===== src/rtl/lift_pkg.sv =====
package lift_pkg;

  localparam int STATE_W = 3;

  typedef enum logic [STATE_W-1:0] {
    ST_WAIT_LO = 3'b000,
    ST_SHUT_LO = 3'b100,
    ST_CLIMB   = 3'b110,
    ST_WAIT_HI = 3'b001,
    ST_SHUT_HI = 3'b101,
    ST_DESCEND = 3'b111
  } lift_state_e;

  typedef struct packed {
    logic call_lo;
    logic call_hi;
    logic at_lo;
    logic at_hi;
    logic door_open;
  } lift_in_t;

  // Next state of the car as a function of the current code and inputs.
  function automatic lift_state_e lift_step(input logic [STATE_W-1:0] cur,
                                            input lift_in_t ins);
    lift_state_e nxt;
    case (cur)
      ST_WAIT_LO: nxt = ins.call_hi   ? ST_SHUT_LO : ST_WAIT_LO;
      ST_SHUT_LO: nxt = ins.door_open ? ST_WAIT_LO : ST_CLIMB;
      ST_CLIMB:   nxt = ins.at_hi     ? ST_WAIT_HI : ST_CLIMB;
      ST_WAIT_HI: nxt = ins.call_lo   ? ST_SHUT_HI : ST_WAIT_HI;
      ST_SHUT_HI: nxt = ins.door_open ? ST_WAIT_HI : ST_DESCEND;
      ST_DESCEND: nxt = ins.at_lo     ? ST_WAIT_LO : ST_DESCEND;
      default:    nxt = ST_WAIT_LO;
    endcase
    return nxt;
  endfunction

  // Output decodes read only the code bits.
  function automatic logic dec_up(input logic [STATE_W-1:0] s);
    return s[2] & s[1] & ~s[0];
  endfunction

  function automatic logic dec_down(input logic [STATE_W-1:0] s);
    return s[2] & s[1] & s[0];
  endfunction

  function automatic logic dec_shut(input logic [STATE_W-1:0] s);
    return s[2] & ~s[1];
  endfunction

endpackage


===== src/rtl/lift_next_logic.sv =====
module lift_next_logic
  import lift_pkg::*;
(
  input  logic [STATE_W-1:0] cur,
  input  lift_in_t           ins,
  output lift_state_e        nxt,
  output logic               depart,
  output logic               arrive
);
  always_comb begin
    nxt = lift_step(cur, ins);
  end

  // Named events for the checker: leaving a door-shutting state into motion,
  // and leaving a motion state into a wait state.
  assign depart = (~cur[1] & cur[2]) & nxt[1];
  assign arrive = (cur[2] & cur[1]) & ~nxt[2];
endmodule


===== src/rtl/lift_state_reg.sv =====
module lift_state_reg
  import lift_pkg::*;
#(
  parameter logic [STATE_W-1:0] RESET_CODE = ST_WAIT_LO
) (
  input  logic               clk,
  input  logic               clr_n,
  input  logic [STATE_W-1:0] nxt,
  output logic [STATE_W-1:0] cur
);
  always_ff @(posedge clk or negedge clr_n) begin
    if (!clr_n) cur <= RESET_CODE;
    else        cur <= nxt;
  end
endmodule


===== src/rtl/lift_cmd_decode.sv =====
module lift_cmd_decode
  import lift_pkg::*;
(
  input  logic [STATE_W-1:0] cur,
  output logic               motor_up,
  output logic               motor_down,
  output logic               door_close
);
  assign motor_up   = dec_up(cur);
  assign motor_down = dec_down(cur);
  assign door_close = dec_shut(cur);
endmodule


===== src/rtl/lift_ctrl.sv =====
module lift_ctrl
  import lift_pkg::*;
(
  input  logic         clk,
  input  logic         clr_n,
  input  logic         call_lo,
  input  logic         call_hi,
  input  logic         at_lo,
  input  logic         at_hi,
  input  logic         door_open,
  output logic [2:0]   state_code,
  output logic         motor_up,
  output logic         motor_down,
  output logic         door_close
);
  lift_in_t           ins;
  lift_state_e        nxt_state;
  logic [STATE_W-1:0] cur_state;
  logic               ev_depart;
  logic               ev_arrive;

  assign ins = '{call_lo: call_lo, call_hi: call_hi, at_lo: at_lo,
                 at_hi: at_hi, door_open: door_open};

  lift_next_logic u_next (
    .cur    (cur_state),
    .ins    (ins),
    .nxt    (nxt_state),
    .depart (ev_depart),
    .arrive (ev_arrive)
  );

  lift_state_reg #(.RESET_CODE(ST_WAIT_LO)) u_reg (
    .clk   (clk),
    .clr_n (clr_n),
    .nxt   (nxt_state),
    .cur   (cur_state)
  );

  lift_cmd_decode u_dec (
    .cur        (cur_state),
    .motor_up   (motor_up),
    .motor_down (motor_down),
    .door_close (door_close)
  );

  assign state_code = cur_state;
endmodule


===== config.mk =====
export PLATFORM = sky130hd
export DESIGN_NAME = lift_ctrl
export DESIGN_NICKNAME = d
export VERILOG_FILES = /design/src/rtl/lift_pkg.sv /design/src/rtl/lift_next_logic.sv /design/src/rtl/lift_state_reg.sv /design/src/rtl/lift_cmd_decode.sv /design/src/rtl/lift_ctrl.sv
export SDC_FILE = /design/constraint.sdc
export NUM_CORES = 1
export LEC_CHECK = 0
export BUFFER_PORTS_ARGS = -buffer_cell sky130_fd_sc_hd__buf_4
export CAP_MARGIN = 20
export CORE_AREA = 5 5 42 44
export DETAILED_ROUTE_END_ITERATION = 6
export DIE_AREA = 0 0 47 49
export GPL_TIMING_DRIVEN = 0
export HOLD_SLACK_MARGIN = 0.03
export PLACE_DENSITY = 0.36
export SYNTH_ARGS = -nofsm -noshare
export SYNTH_HDL_FRONTEND = slang
export SYNTH_SLANG_ARGS = --single-unit

===== constraint.sdc =====
create_clock -name clk -period 1.7 [get_ports clk]
set_input_delay 0.255 -clock clk [delete_from_list [all_inputs] [get_ports clk]]
set_output_delay 0.255 -clock clk [all_outputs]
set_load 0.05 [all_outputs]

==> key figures <==
Place
  – Placed Area: 287.8 µm²
  – Post-DP HPWL: 408 µm
  – Placed Instances: 45
  – Port Buffer Count: 12
  – Placer Congestion: 0.6812

Timing
  – Pins Over Slew Limit: 0
  – Total Neg Setup Slack: 0 ns
  – Setup violators final: 0
  – Slew Limit Headroom: 80.57%
  – Tcrit/Tclk final: 85.23%
  – Hold Vio Cnt, Final: 0
  – RSZ-0062 raised after global routing: no
  – Final min period: 1.449 ns
  – Clock skew: 0.002644 ns
  – Worst-Margin Slew: 0.2915 ns
  – Max Fclk: 690.2 MHz

Detailed routing
  – Residual DRC: 0
  – Routed WL per cell: 11.58 µm
  – Wl on met1: 182 µm
  – Drt via density: 3.960
  – Met3 Wirelength: 20 µm
  – ANT nets after route: 0
  – DR top layer: met4
  – Met2 wire len: 349 µm
  – DR pass1 iterations: 1
  – Final wirelength: 579 µm
  – DRT iter0 DRCs: 0
  – Vias post-DR: 198

Setup path
  – Crit end category: primary output
  – Crit-path slowest cell: dfrtp_1
  – Required @ worst endpoint: 1.44 ns
  – Critical path buffers and inverters: 1
  – Crit Path Class: register to primary output
  – Worst EP arrival: 1.19 ns
  – CP Launch Type: register
  – CP peak stage delay: 0.50 ns
  – Family with the most delay on the worst path: flip-flops
  – Worst-path cell chain: nand2_1 > nor2_2 > buf_4
  – CP max FO: 8

GRT
  – Initial antenna violation count: 0
  – First-pass GRT wire length: 1028 µm
  – Vias in the first global route: 245
  – Global-route usage over all layers: 7.042%
  – Pin count of the biggest net entering global routing: 9
  – Grt total ovfl: 0

Clock network
  – Clock sink total: 3
  – Clock buffer depth: 2
  – CTS buffer count: 3
  – CTS tree: built
  – CTS Root Cell: clkbuf_4
  – H-tree level count: 1
  – Resized Gates After CTS: 0
  – Hold Buf Count CTS: 1
  – Clk pin slew, worst setup/hold paths: 0.04 ns
  – Clk Latency, worst-skew pair: 0.24 ns
  – Post-CTS setup buffers: 0

Power and ir drop
  – Pleak: 0.1573 nW
  – IR Drop Worst-Case VDD: 0.5985 mV
  – P per Cell Area: 2220 mW/mm²

Status
  – Status: finished clean

Die
  – CORE AREA: 0.001401 mm²
  – Die area: 0.002303 mm²
  – Initial Utilization: 12.32%
  – Die X: 47 µm
  – Io pins: 13
  – Die Height: 49 µm
  – Core Rows: 14

Cells and area
  – Layout area overhead: 87.68%
  – Fill cells: 166
  – Layout Nets: 42
  – Non-Filler Instances: 50
  – Final instance area: 324.1 µm²
  – Biggest register: u_reg.cur
  – N_diodes: 0
  – Share of layout cells above drive strength 1: 64.71%
  – Largest regs: u_reg.cur: 3 flops
  – Largest register FFs: 3

Yosys
  – Avg Inst Size Synth: 10.16 µm²
  – Synthesized area: 172.7 µm²
  – FF+latch count, synth: 3
  – Cells after Synth: 17
  – Syn_nets: 24
  – Synth warn: 0
  – Synth cell types: 13
  – Sequential fraction of the synthesis area: 43.48%

Job
  – Max_cap viols: 0

Worst hold path
  – Hold Path Class: input port to register
[per-layer routing]
| layer | up-vias | track usage [%] |
|---|---|---|
| met5 | - | 0 |
| met4 | 0 | 9.677 |
| met3 | 3 | 2.214 |
| met2 | 7 | 10.63 |
| met1 | 92 | 5.714 |
| li1 | 96 | - |
[cell families (layout without fill, tap and decap cells)]
| kind of cell | after synthesis | in the layout | synth area share, % |
|---|---|---|---|
| AOI/OAI and AO/OA | 6 | 6 | 24.63 |
| buffers and inverters | 1 | 18 | 2.172 |
| DFF | 3 | 3 | 43.48 |
| muxes | 2 | 2 | 15.21 |
| and+or+nand+nor | 5 | 5 | 14.50 |
[power breakdown]
group | leakage [nW] | switching, mW | total (mW) | internal [mW]
clock network | 0.0150 | 0.0429 | 0.131 | 0.0883
registers | 0.0379 | 0.0651 | 0.169 | 0.104
logic | 0.104 | 0.279 | 0.420 | 0.140
[final timing paths]
check | start | end | slack [ns] | cells past startpoint
worst max-delay path | u_reg.cur[1]$_DFF_PN0_ | motor_up | 0.25 | 3
worst min-delay path | at_hi | u_reg.cur[0]$_DFF_PN0_ | 0.25 | 2
worst max register to register | u_reg.cur[0]$_DFF_PN0_ | u_reg.cur[1]$_DFF_PN0_ | 0.56 | 2
worst min register to register | u_reg.cur[2]$_DFF_PN0_ | u_reg.cur[2]$_DFF_PN0_ | 0.65 | 2
max in group asynchronous | clr_n | u_reg.cur[1]$_DFF_PN0_ | 1.26 | 2
min in group asynchronous | clr_n | u_reg.cur[0]$_DFF_PN0_ | 0.34 | 2
[placed cells by master, fill, tap and decap left out, types with 2 or more instances in the layout]
cell      count
dfrtp_1       3
clkbuf_4      3
o21ai_1       2
buf_4        12
nor2_2        2
[Yosys cell counts, drive strengths merged]
master	instances	area (µm²)
inv	1	3.750
a21oi	1	5.000
nand2	1	3.750
a22o	1	10.01
a211oi	1	12.51
nor2	2	7.510
nor2b	1	6.260
o21ai	3	15.01
dfrtp	3	75.07
and3	1	7.510
mux2	2	26.27
[through the flow]
stage / power, mW / hold slack (ns) / utilization (%) / setup slack (ns)
after floorplan: 0.4536 / -0.04059 / - / 0.07264
after global placement: 0.5894 / 0.04306 / 20.54 / 0.5243
after detailed placement: 0.5891 / 0.04481 / 20.54 / 0.5017
after CTS: 0.7306 / 0.2429 / 23.13 / 0.2345
after global routing: 0.7637 / 0.2602 / 23.13 / 0.1908
final: 0.7194 / 0.2463 / 23.13 / 0.2511
[cell type report]
class,instances,area [µm²],area share (%)
timing repair buffer,13,100.1,30.89
multi-input combinational,13,98.84,30.50
sequential,3,75.07,23.17
clock buffer,4,26.28,8.108
tap,16,20.02,6.178
inverter,1,3.754,1.158
(Power assumes the default switching activity.)
